===== src/rtl/rtc_awd_pkg.sv =====
package rtc_awd_pkg;

    localparam int REG_W     = 32;
    localparam int NUM_AREGS = 3;

    // register byte offsets
    localparam int OFS_CTRL = 'h00;
    localparam int OFS_SECS = 'h30;
    localparam int OFS_ALRM = 'h40;
    localparam int OFS_WDOG = 'h50;
    localparam int OFS_PST0 = 'h60;
    localparam int OFS_PST1 = 'h70;

    // alias displacement from a register base
    localparam int ALIAS_SET = 'h4;
    localparam int ALIAS_CLR = 'h8;

    // control bits
    localparam int CTL_AIRQ_EN = 0;
    localparam int CTL_MSIRQ_EN = 1;
    localparam int CTL_AFLAG   = 2;
    localparam int CTL_WD_EN   = 4;

    // persistent 0 bits
    localparam int P0_WAKE_EN  = 1;
    localparam int P0_ALM_EN   = 2;
    localparam int P0_WAKE_ST  = 7;

    localparam logic [REG_W-1:0] CTRL_MASK = 32'h0000_0017;
    localparam logic [REG_W-1:0] PST0_MASK = 32'h0000_00F7;
    localparam logic [REG_W-1:0] PST1_MASK = 32'hFFFF_FFFF;

    typedef enum logic [1:0] {ACC_NONE, ACC_PLAIN, ACC_SET, ACC_CLR} acc_e;
    typedef enum logic {AL_WAIT, AL_HELD} al_state_e;
    typedef enum logic [1:0] {WD_IDLE, WD_COUNT, WD_FIRE} wd_state_e;

    function automatic int areg_base(input int idx);
        case (idx)
            0:       return OFS_CTRL;
            1:       return OFS_PST0;
            default: return OFS_PST1;
        endcase
    endfunction

    function automatic logic [REG_W-1:0] areg_mask(input int idx);
        case (idx)
            0:       return CTRL_MASK;
            1:       return PST0_MASK;
            default: return PST1_MASK;
        endcase
    endfunction

endpackage


===== src/rtl/rtc_awd_alias_reg.sv =====
module rtc_awd_alias_reg
    import rtc_awd_pkg::*;
#(
    parameter int              ADDR_W = 8,
    parameter int              W      = 32,
    parameter int              BASE   = 0,
    parameter logic [W-1:0]    MASK   = '1
) (
    input  logic              clk,
    input  logic              rst_n,
    input  logic              wr_en,
    input  logic [ADDR_W-1:0] addr,
    input  logic [W-1:0]      wdata,
    input  logic [W-1:0]      hw_set,
    output logic [W-1:0]      q
);

    localparam logic [ADDR_W-1:0] A_PLAIN = ADDR_W'(BASE);
    localparam logic [ADDR_W-1:0] A_SET   = ADDR_W'(BASE + ALIAS_SET);
    localparam logic [ADDR_W-1:0] A_CLR   = ADDR_W'(BASE + ALIAS_CLR);

    acc_e          acc;
    logic [W-1:0]  q_nxt;

    always_comb begin
        acc = ACC_NONE;
        if (wr_en) begin
            if (addr == A_PLAIN)    acc = ACC_PLAIN;
            else if (addr == A_SET) acc = ACC_SET;
            else if (addr == A_CLR) acc = ACC_CLR;
        end
    end

    always_comb begin
        q_nxt = q;
        unique case (acc)
            ACC_NONE:  q_nxt = q;
            ACC_PLAIN: q_nxt = wdata & MASK;
            ACC_SET:   q_nxt = q | (wdata & MASK);
            ACC_CLR:   q_nxt = q & ~wdata;
        endcase
        // a hardware event in the same cycle is never lost
        q_nxt = q_nxt | (hw_set & MASK);
    end

    always_ff @(posedge clk or negedge rst_n) begin
        if (!rst_n) q <= '0;
        else        q <= q_nxt;
    end

    assert_clr_alias_R3: assert property (@(posedge clk) disable iff (!rst_n)
        (acc == ACC_CLR && hw_set == '0) |=> ((q & $past(wdata)) == '0));

    assert_set_alias_R3: assert property (@(posedge clk) disable iff (!rst_n)
        (acc == ACC_SET) |=> ((q & $past(wdata) & MASK) == ($past(wdata) & MASK)));

    assert_plain_mask_R2: assert property (@(posedge clk) disable iff (!rst_n)
        1'b1 |-> ((q & ~MASK) == '0));

endmodule


===== src/rtl/rtc_awd_alarm.sv =====
module rtc_awd_alarm
    import rtc_awd_pkg::*;
#(
    parameter int ADDR_W = 8,
    parameter int SEC_W  = 32
) (
    input  logic              clk,
    input  logic              rst_n,
    input  logic              wr_en,
    input  logic [ADDR_W-1:0] addr,
    input  logic [REG_W-1:0]  wdata,
    input  logic              sec_tick,
    input  logic              alarm_en,
    output logic [SEC_W-1:0]  seconds,
    output logic [SEC_W-1:0]  alarm_val,
    output logic              match_evt
);

    logic      wr_sec;
    logic      wr_alm;
    logic      eq;
    al_state_e st;
    al_state_e st_nxt;

    assign wr_sec = wr_en && (addr == ADDR_W'(OFS_SECS));
    assign wr_alm = wr_en && (addr == ADDR_W'(OFS_ALRM));
    assign eq     = alarm_en && (seconds == alarm_val);

    always_ff @(posedge clk or negedge rst_n) begin
        if (!rst_n) begin
            seconds   <= '0;
            alarm_val <= '0;
        end else begin
            if (wr_sec)        seconds <= wdata[SEC_W-1:0];
            else if (sec_tick) seconds <= seconds + SEC_W'(1);
            if (wr_alm)        alarm_val <= wdata[SEC_W-1:0];
        end
    end

    // state register
    always_ff @(posedge clk or negedge rst_n) begin
        if (!rst_n) st <= AL_WAIT;
        else        st <= st_nxt;
    end

    always_comb begin
        st_nxt = st;
        unique case (st)
            AL_WAIT: st_nxt = eq ? AL_HELD : AL_WAIT;
            AL_HELD: st_nxt = eq ? AL_HELD : AL_WAIT;
        endcase
    end

    // outputs
    always_comb begin
        match_evt = 1'b0;
        unique case (st)
            AL_WAIT: match_evt = eq;
            AL_HELD: match_evt = 1'b0;
        endcase
    end

    assert_wrap_R4: assert property (@(posedge clk) disable iff (!rst_n)
        (sec_tick && !wr_sec && seconds == '1) |=> (seconds == '0));

    assert_load_wins_R4: assert property (@(posedge clk) disable iff (!rst_n)
        wr_sec |=> (seconds == $past(wdata[SEC_W-1:0])));

    assert_single_event_R6: assert property (@(posedge clk) disable iff (!rst_n)
        match_evt |=> !match_evt);

endmodule


===== src/rtl/rtc_awd_wdog.sv =====
module rtc_awd_wdog
    import rtc_awd_pkg::*;
#(
    parameter int ADDR_W = 8,
    parameter int WD_W   = 32
) (
    input  logic              clk,
    input  logic              rst_n,
    input  logic              wr_en,
    input  logic [ADDR_W-1:0] addr,
    input  logic [REG_W-1:0]  wdata,
    input  logic              ms_tick,
    input  logic              wd_en,
    output logic [WD_W-1:0]   count,
    output logic              rst_pulse
);

    logic      wr_cnt;
    logic      dec;
    wd_state_e st;
    wd_state_e st_nxt;

    assign wr_cnt = wr_en && (addr == ADDR_W'(OFS_WDOG));
    assign dec    = (st == WD_COUNT) && wd_en && !wr_cnt && ms_tick && (count != '0);

    always_ff @(posedge clk or negedge rst_n) begin
        if (!rst_n)      count <= '0;
        else if (wr_cnt) count <= wdata[WD_W-1:0];
        else if (dec)    count <= count - WD_W'(1);
    end

    // state register
    always_ff @(posedge clk or negedge rst_n) begin
        if (!rst_n) st <= WD_IDLE;
        else        st <= st_nxt;
    end

    always_comb begin
        st_nxt = st;
        unique case (st)
            WD_IDLE: begin
                if (wd_en && count != '0) st_nxt = WD_COUNT;
            end
            WD_COUNT: begin
                if (!wd_en)                           st_nxt = WD_IDLE;
                else if (wr_cnt)                      st_nxt = WD_COUNT;
                else if (count == '0)                 st_nxt = WD_IDLE;
                else if (ms_tick && count == WD_W'(1)) st_nxt = WD_FIRE;
            end
            WD_FIRE: st_nxt = WD_IDLE;
            default: st_nxt = WD_IDLE;
        endcase
    end

    // outputs
    always_comb begin
        rst_pulse = 1'b0;
        unique case (st)
            WD_FIRE: rst_pulse = 1'b1;
            default: rst_pulse = 1'b0;
        endcase
    end

    assert_dec_R10: assert property (@(posedge clk) disable iff (!rst_n)
        (st == WD_COUNT && wd_en && ms_tick && !wr_cnt && count != '0)
        |=> (count == $past(count) - WD_W'(1)));

    assert_one_pulse_R11: assert property (@(posedge clk) disable iff (!rst_n)
        rst_pulse |=> !rst_pulse);

    assert_fire_at_zero_R11: assert property (@(posedge clk) disable iff (!rst_n)
        rst_pulse |-> (count == '0));

    assert_hold_R12: assert property (@(posedge clk) disable iff (!rst_n)
        (!wd_en && !wr_cnt) |=> $stable(count));

endmodule


===== src/rtl/rtc_awd_ctl.sv =====
module rtc_awd_ctl
    import rtc_awd_pkg::*;
#(
    parameter int ADDR_W = 8,
    parameter int SEC_W  = 32,
    parameter int WD_W   = 32
) (
    input  logic              clk,
    input  logic              rst_n,
    input  logic [ADDR_W-1:0] bus_addr,
    input  logic [31:0]       bus_wdata,
    input  logic              bus_we,
    output logic [31:0]       bus_rdata,
    input  logic              sec_tick,
    input  logic              ms_tick,
    output logic              alarm_irq,
    output logic              wake_req,
    output logic              wdog_rst
);

    localparam int IDX_CTRL = 0;
    localparam int IDX_PST0 = 1;
    localparam int IDX_PST1 = 2;

    logic [NUM_AREGS-1:0][REG_W-1:0] areg_q;
    logic [NUM_AREGS-1:0][REG_W-1:0] areg_hw;
    logic [SEC_W-1:0]                seconds;
    logic [SEC_W-1:0]                alarm_val;
    logic [WD_W-1:0]                 wd_count;
    logic                            alarm_evt;
    logic [REG_W-1:0]                ctrl_q;
    logic [REG_W-1:0]                pst0_q;

    assign ctrl_q = areg_q[IDX_CTRL];
    assign pst0_q = areg_q[IDX_PST0];

    always_comb begin
        areg_hw = '0;
        areg_hw[IDX_CTRL][CTL_AFLAG]  = alarm_evt;
        areg_hw[IDX_PST0][P0_WAKE_ST] = alarm_evt && pst0_q[P0_WAKE_EN];
    end

    for (genvar g = 0; g < NUM_AREGS; g++) begin : g_areg
        rtc_awd_alias_reg #(
            .ADDR_W (ADDR_W),
            .W      (REG_W),
            .BASE   (areg_base(g)),
            .MASK   (areg_mask(g))
        ) u_reg (
            .clk    (clk),
            .rst_n  (rst_n),
            .wr_en  (bus_we),
            .addr   (bus_addr),
            .wdata  (bus_wdata),
            .hw_set (areg_hw[g]),
            .q      (areg_q[g])
        );
    end

    rtc_awd_alarm #(
        .ADDR_W (ADDR_W),
        .SEC_W  (SEC_W)
    ) u_alarm (
        .clk       (clk),
        .rst_n     (rst_n),
        .wr_en     (bus_we),
        .addr      (bus_addr),
        .wdata     (bus_wdata),
        .sec_tick  (sec_tick),
        .alarm_en  (pst0_q[P0_ALM_EN]),
        .seconds   (seconds),
        .alarm_val (alarm_val),
        .match_evt (alarm_evt)
    );

    rtc_awd_wdog #(
        .ADDR_W (ADDR_W),
        .WD_W   (WD_W)
    ) u_wdog (
        .clk       (clk),
        .rst_n     (rst_n),
        .wr_en     (bus_we),
        .addr      (bus_addr),
        .wdata     (bus_wdata),
        .ms_tick   (ms_tick),
        .wd_en     (ctrl_q[CTL_WD_EN]),
        .count     (wd_count),
        .rst_pulse (wdog_rst)
    );

    // read mux: aliases read back their register
    always_comb begin
        bus_rdata = '0;
        for (int i = 0; i < NUM_AREGS; i++) begin
            if (bus_addr == ADDR_W'(areg_base(i)) ||
                bus_addr == ADDR_W'(areg_base(i) + ALIAS_SET) ||
                bus_addr == ADDR_W'(areg_base(i) + ALIAS_CLR))
                bus_rdata = areg_q[i];
        end
        if (bus_addr == ADDR_W'(OFS_SECS)) bus_rdata = REG_W'(seconds);
        if (bus_addr == ADDR_W'(OFS_ALRM)) bus_rdata = REG_W'(alarm_val);
        if (bus_addr == ADDR_W'(OFS_WDOG)) bus_rdata = REG_W'(wd_count);
    end

    assign alarm_irq = ctrl_q[CTL_AFLAG] && ctrl_q[CTL_AIRQ_EN];
    assign wake_req  = pst0_q[P0_WAKE_ST];

    assert_flag_set_R5: assert property (@(posedge clk) disable iff (!rst_n)
        alarm_evt |=> ctrl_q[CTL_AFLAG]);

    assert_wake_set_R8: assert property (@(posedge clk) disable iff (!rst_n)
        (alarm_evt && pst0_q[P0_WAKE_EN]) |=> wake_req);

    assert_irq_needs_enable_R7: assert property (@(posedge clk) disable iff (!rst_n)
        $rose(alarm_irq) |-> ctrl_q[CTL_AIRQ_EN]);

endmodule


===== config.mk =====
export PLATFORM = sky130hd
export DESIGN_NAME = rtc_awd_ctl
export DESIGN_NICKNAME = d
export VERILOG_FILES = /design/src/rtl/rtc_awd_pkg.sv /design/src/rtl/rtc_awd_alias_reg.sv /design/src/rtl/rtc_awd_alarm.sv /design/src/rtl/rtc_awd_wdog.sv /design/src/rtl/rtc_awd_ctl.sv
export SDC_FILE = /design/constraint.sdc
export NUM_CORES = 1
export LEC_CHECK = 0
export ABC_AREA = 1
export BUFFER_PORTS_ARGS = -buffer_cell sky130_fd_sc_hd__buf_4
export CORE_ASPECT_RATIO = 1.5
export CORE_MARGIN = 1
export CORE_UTILIZATION = 60
export DETAILED_ROUTE_END_ITERATION = 8
export PLACE_DENSITY = 0.79
export RECOVER_POWER = 50
export SLEW_MARGIN = 25
export SYNTH_ARGS = -nofsm -noshare
export SYNTH_HDL_FRONTEND = slang
export SYNTH_SLANG_ARGS = --single-unit

===== constraint.sdc =====
create_clock -name clk -period 1.8 [get_ports clk]
set_input_delay 0.09 -clock clk [delete_from_list [all_inputs] [get_ports clk]]
set_output_delay 0.09 -clock clk [all_outputs]
set_load 0.02 [all_outputs]

# After elaboration in Yosys (flattened, before gate mapping)
# Cells that the tools add are included.
# word_totals
reg_bits,195
in_bits,45
output_inout_bits,35
wordCells,109
# op_classes
add_sub_neg,2
eq_ne,26
n_mux,34
bitwise,10
reduce_logical,29
# op_table
op,count
$mux W32,10
$pmux W32 S4,2
$and A32 B32 Y32,3
$pmux W32 S3,1
$eq A8 B7 Y1 const B,8
$or A32 B8 Y32,2
$mux W2,17
$add A32 B1 Y32 const B,1
$eq A32 B1 Y1 const B,1
$eq A32 B32 Y1,1
$logic_not A32 Y1,1
$not A32 Y32,1
$or A32 B3 Y32,1
$or A32 B32 Y32,1
$or A32 B5 Y32,1
$reduce_bool A32 Y1,1
$sub A32 B1 Y32 const B,1
$eq A2 B2 Y1 const B,7
$logic_and A1 B1 Y1,12
$eq A2 B1 Y1 const B,4
$eq A8 B3 Y1 const B,1
$eq A8 B4 Y1 const B,1
$eq A8 B6 Y1 const B,1
$logic_not A2 Y1,4
other kinds (11),18

# Logic depth before layout (Yosys ltp)
# logic_depth
ltp_word,9
mapped_depth,12
depth_no_buf,12

# Hierarchy
# Synthesis repeated with hierarchy kept, for this count alone.
# unflattened
cells_unflattened,2079
area_unflattened_um2,13802.0
# by_module_without_submodules
mod,n_inst,cells_each,area_per_inst_um2,seq_area_each_um2
rtc_awd_alarm,1,608,4170.2,1626.6
rtc_awd_wdog,1,462,2797.7,850.8
rtc_awd_alias_reg at g_areg[2].u_reg,1,297,2092.0,800.8
rtc_awd_ctl,1,375,1796.7,0.0
rtc_awd_alias_reg at g_areg[1].u_reg,1,176,1505.2,800.8
rtc_awd_alias_reg at g_areg[0].u_reg,1,161,1440.1,800.8

# Worst setup path after synthesis
# Ideal clock, no wire load.
# synth_path
kind,reg-to-reg
start,reg u_alarm.seconds[0]
end,reg u_alarm.seconds[14]
setup_time_ns,0.078
arrival_ns,1.562
required_time_ns,1.722
setup_slack_ns,0.161
stages_incl_launch_ff,9
path_buffers,0
period_less_slack_ns,1.639
cell_sequence,dfrtp_1 ha_1 nand2_1 nor2_2 nand2_1 nor2_1 nand3_1 xor2_1 a21oi_1
# synth_between
elab_chain_cells,3
# synth_lines
item,line,text
from (decl),rtc_awd_alarm.sv:14,"output logic [SEC_W-1:0] seconds,"
from (signal assigned),rtc_awd_alarm.sv:34,if (wr_sec) seconds <= wdata[SEC_W-1:0];
from (signal assigned),rtc_awd_alarm.sv:35,else if (sec_tick) seconds <= seconds + SEC_W'(1);
$add A32 B1 Y32,rtc_awd_alarm.sv:35,
$mux W32,rtc_awd_alarm.sv:35,
$mux W32,rtc_awd_alarm.sv:34,
# Every way passes these cells. The select of a mux whose other input is x is not followed.
# A chain may end at the register's enable or synchronous reset.

# Final worst setup path
# layout_path
start,in bus_addr[3]
end,out bus_rdata[3]
# layout_between
elab_chain_cells,9
word_cells_on_any_way,24
cone_classes,11 x eq/ne; 6 x mux; 7 x reduce/logical
# layout_lines
item,line,text
from (decl),rtc_awd_ctl.sv:10,"input logic [ADDR_W-1:0] bus_addr,"
$eq A8 B3 Y1 / $logic_not A8 Y1 (equally long branches),"rtc_awd_ctl.sv:96, rtc_awd_ctl.sv:95",
$logic_or A1 B1 Y1,rtc_awd_ctl.sv:95,if (bus_addr == ADDR_W'(areg_base(i)) ||
$logic_or A1 B1 Y1,rtc_awd_ctl.sv:96,bus_addr == ADDR_W'(areg_base(i) + ALIAS_SET) ||
$mux W32 (3 in a row),rtc_awd_ctl.sv:95,
$mux W32,rtc_awd_ctl.sv:100,if (bus_addr == ADDR_W'(OFS_SECS)) bus_rdata = REG_W'(seconds);
$mux W32,rtc_awd_ctl.sv:101,if (bus_addr == ADDR_W'(OFS_ALRM)) bus_rdata = REG_W'(alarm_val);
$mux W32 (*),rtc_awd_ctl.sv:102,if (bus_addr == ADDR_W'(OFS_WDOG)) bus_rdata = REG_W'(wd_count);
to (decl),rtc_awd_ctl.sv:13,"output logic [31:0] bus_rdata,"
# Every way passes the cells marked *; elsewhere a longest branch is shown, timed or not.

==> key figures <==
Power
  • Maximum vdd drop: between 0.6 and 0.7 mV
  • PnR Total Power: approximately 13000 µW
  • Power Density: just over 900 nW/µm²
  • Leakage Power: about 0.0075 µW

Yosys
  • Synth Register Bits: 195
  • Post-synthesis sequential area ratio: between 40% and 50%
  • Synth Flop Type: dfrtp_1
  • Syn avg cell area: 6.80 µm²
  • Largest area contributor in the netlist: dfrtp_1
  • Post-synth EDFFs: 0
  • Share of the synthesized area in the top cell type: around two fifths
  • Most frequent cell after synthesis: nand2_1
  • Async SR Flop Fraction: 100%
  • Yosys warnings: 0
  • Yosys cell types: 40
  • Mapped Nets: 1821
  • Synth Cell Area: 12100 µm²
  • Synth cell count leaders: nand2_1 (536), inv_1 (260), nor2_1 (219)
  • Syn Inst Count: about 1800
  • Synth top area cells: dfrtp_1 (40%), nand2_1 (17%), inv_1 (8.1%)

Final layout
  • Count of nets after finishing: ~2000
  • Final non-filler cell total: about 2300
  • # fillers: roughly 1500
  • Layout cells sized above 1: roughly 16%
  • Ant. Diodes: 0
  • Final core occ: between 70% and 80%
  • Synthesis-to-finish area growth: 23.2%

Routing
  • Iteration-0 DRC Markers: roughly 1700
  • DRT antenna net count: 0
  • Routed length per placed instance: between 20 and 25 µm
  • First-pass DRT Iterations: 8
  • Vias per cell: about 5.9
  • DRC Markers: 0
  • Vias: approximately 13000
  • Final WL: around 48000 µm

Critical path
  • Critical Path End: bus_rdata[3]
  • Crit Path Class: input pin to primary output
  • CP Launch Point: bus_addr[3]
  • WP data arrival: between 1.5 and 2 ns
  • CP max stage cell: nor2_1
  • CP max stage delay: between 0.2 and 0.3 ns
  • Worst-case reg-to-reg path depth: 10
  • Worst-path maximum fanout: 25
  • Critical path buffers and inverters: 5
  • Worst path top cell family by delay: buffers and inverters
  • Stages on worst setup path: 10
  • R2r setup slk: about 0.06 ns
  • CP Capture Type: primary output
  • Crit Reg-Reg Endpoint: u_alarm.seconds[15]
  • Data required time at the worst endpoint: 1.71 ns
  • Setup crit start kind: input pin
  • RR Startpoint: u_alarm.seconds[1]
  • Worst-path cell chain: clkbuf_4 > inv_1 > o21ai_4 > inv_1 > nand4_1 > buf_12 > nor2_1 > nor2_1 > nand4_1 > buf_4

STA
  • Final hold viol count: 0
  • Final Cycle Share: between 90 and 100%
  • Max_slew headroom: about a third
  • Layout Skew: 0.0111 ns
  • RSZ-0062 raised after global routing: true
  • Max Fclk: about 560 MHz
  • Slew @ Worst Pin: just under 1 ns
  • Final setup viols: 0
  • Final min period: approximately 1.8 ns
  • Max-slew violations: 0

Clock tree
  • CTS Buffer Depth: 2
  • TritonCTS clock tree: done
  • Root buffer cell: clkbuf_16
  • Total CTS buffers: 17
  • H-tree depth: 4
  • CTS sink count: 195
  • Worst-path clk slew: 0.07 ns
  • Clock Latency Late Sink: 0.47 ns

Min path
  • Hold Crit Start: sec_tick
  • Worst hold path class: input pin to flip-flop
  • Hold depth: 3

Global route
  • Vias in the first global route: about 13000
  • Initial antenna violation count: 0
  • First-pass GRT wire length: between 70000 and 80000 µm
  • Grt ovf: 0
  • Largest net degree at the start of global routing: 65
  • GRT Util Overall: 46.9%

Place
  • HPWL after DPL: about 35000 µm
  • Final GP Congestion: 1.02
  • Number of placed instances, taps included: approximately 2200
  • IO buf count: 79

Floorplan
  • Core Box Area: just under 20000 µm²
  • Die height: 176 µm
  • Num rows: 63
  • Die Area: 20700 µm²
  • Starting density of the core: 61.1%
  • I/O Pins: 80
  • Die X: roughly 120 µm

Status
  • Outcome: completed

Run
  • Max_cap viols: 0
layout by cell type, fill, tap and decap left out, types with 5 or more instances in the layout:
master	n
nand3_1	84
clkbuf_1	6
buf_4	190
dlygate4sd3_1	33
o21ai_1	50
o21ai_0	81
nand2_4	6
a21oi_1	77
o211ai_1	10
buf_12	11
o21ai_2	7
dfrtp_2	5
nand2_2	10
xnor2_1	12
inv_1	260
nor3_1	7
nor2_4	10
xor2_1	30
inv_2	5
clkbuf_16	17
nor2_1	199
o221ai_1	5
dfrtp_1	190
nand2_1	533
nor2_2	20
o22ai_1	35
nand4_1	52
worst min-delay path by stage:
stage	slack [ns]	endpoint
after global placement	0.09	g_areg[0].u_reg.q[13]
after CTS	0.001	u_alarm.seconds[17]
after global routing	0.03	u_alarm.seconds[6]
after detailed placement	0.1	g_areg[0].u_reg.q[13]
final	0.009	u_alarm.seconds[6]
after floorplan	-0.21	g_areg[0].u_reg.q[0]
state kept, by name (all words and copies together) (netlist names):
register,count
u_alarm.st,1
u_alarm.alarm_val,32
g_areg.u_reg.q,96
u_alarm.seconds,32
u_wdog.st,2
u_wdog.count,32
power breakdown:
| group | total, µW | switching [µW] | internal, µW |
|---|---|---|---|
| clock | 3810 | 1940 | 1880 |
| sequential | 5550 | 559 | 4990 |
| combinational | 4140 | 2500 | 1640 |
tightest hold or removal path: cells and delay by family:
family | cells | cell delay, ns
AND/OR/NAND/NOR | 1 | 0.10
AO/OA/AOI/OAI | 1 | 0.09
buffers and inverters | 1 | 0.15
kinds of logic (layout without fill, tap and decap cells):
kind of cell | count (synthesis) | in the layout | synth area share (%)
compound gates | 272 | 272 | 12.4
fa+ha+maj | 4 | 4 | 0.415
simple gates | 936 | 937 | 32.8
xor+xnor | 42 | 42 | 3.05
buf+inv | 323 | 546 | 10.8
flops | 195 | 195 | 40.5
metrics by stage:
step	setup WS, ns	setup TNS [ns]	hold WS, ns	area, µm²
2_1_floorplan	0.161	0	-0.206	12100
3_5_place_dp	0.0358	0	0.0958	13800
6_report	0.0178	0	0.00906	14800
4_1_cts	0.0126	0	0.00107	14700
5_1_grt	-0.0435	-0.110	0.0289	14800
3_3_place_gp	0.0870	0	0.0870	13800
per-layer routing:
metal  track usage [%]  vias to the layer above  wire length, µm
met4              40.0                        0             4590
met2              76.3                      872            22300
met3              9.51                      262             4470
met5                 0                        -                0
met1              52.7                     6211            16400
li1                  -                     6028                -
area by class of cell:
| type | instances | area (µm²) | share of cell area (%) |
|---|---|---|---|
| clock buffer | 18 | 439 | 2.96 |
| clock inverter | 14 | 141 | 0.953 |
| inverter | 266 | 1000 | 6.76 |
| multi-input combinational | 1255 | 5980 | 40.3 |
| sequential | 195 | 4890 | 32.9 |
| tap | 260 | 325 | 2.19 |
| timing repair buffer | 248 | 2060 | 13.9 |
repair_timing:
action                                 CTS  global route
hold buffers                            33             0
setup endpoints to repair                0            41
gates resized for setup                  0            42
endpoints found under the hold margin  201             0
setup buffers                            0             7
(Power assumes the default switching activity.)
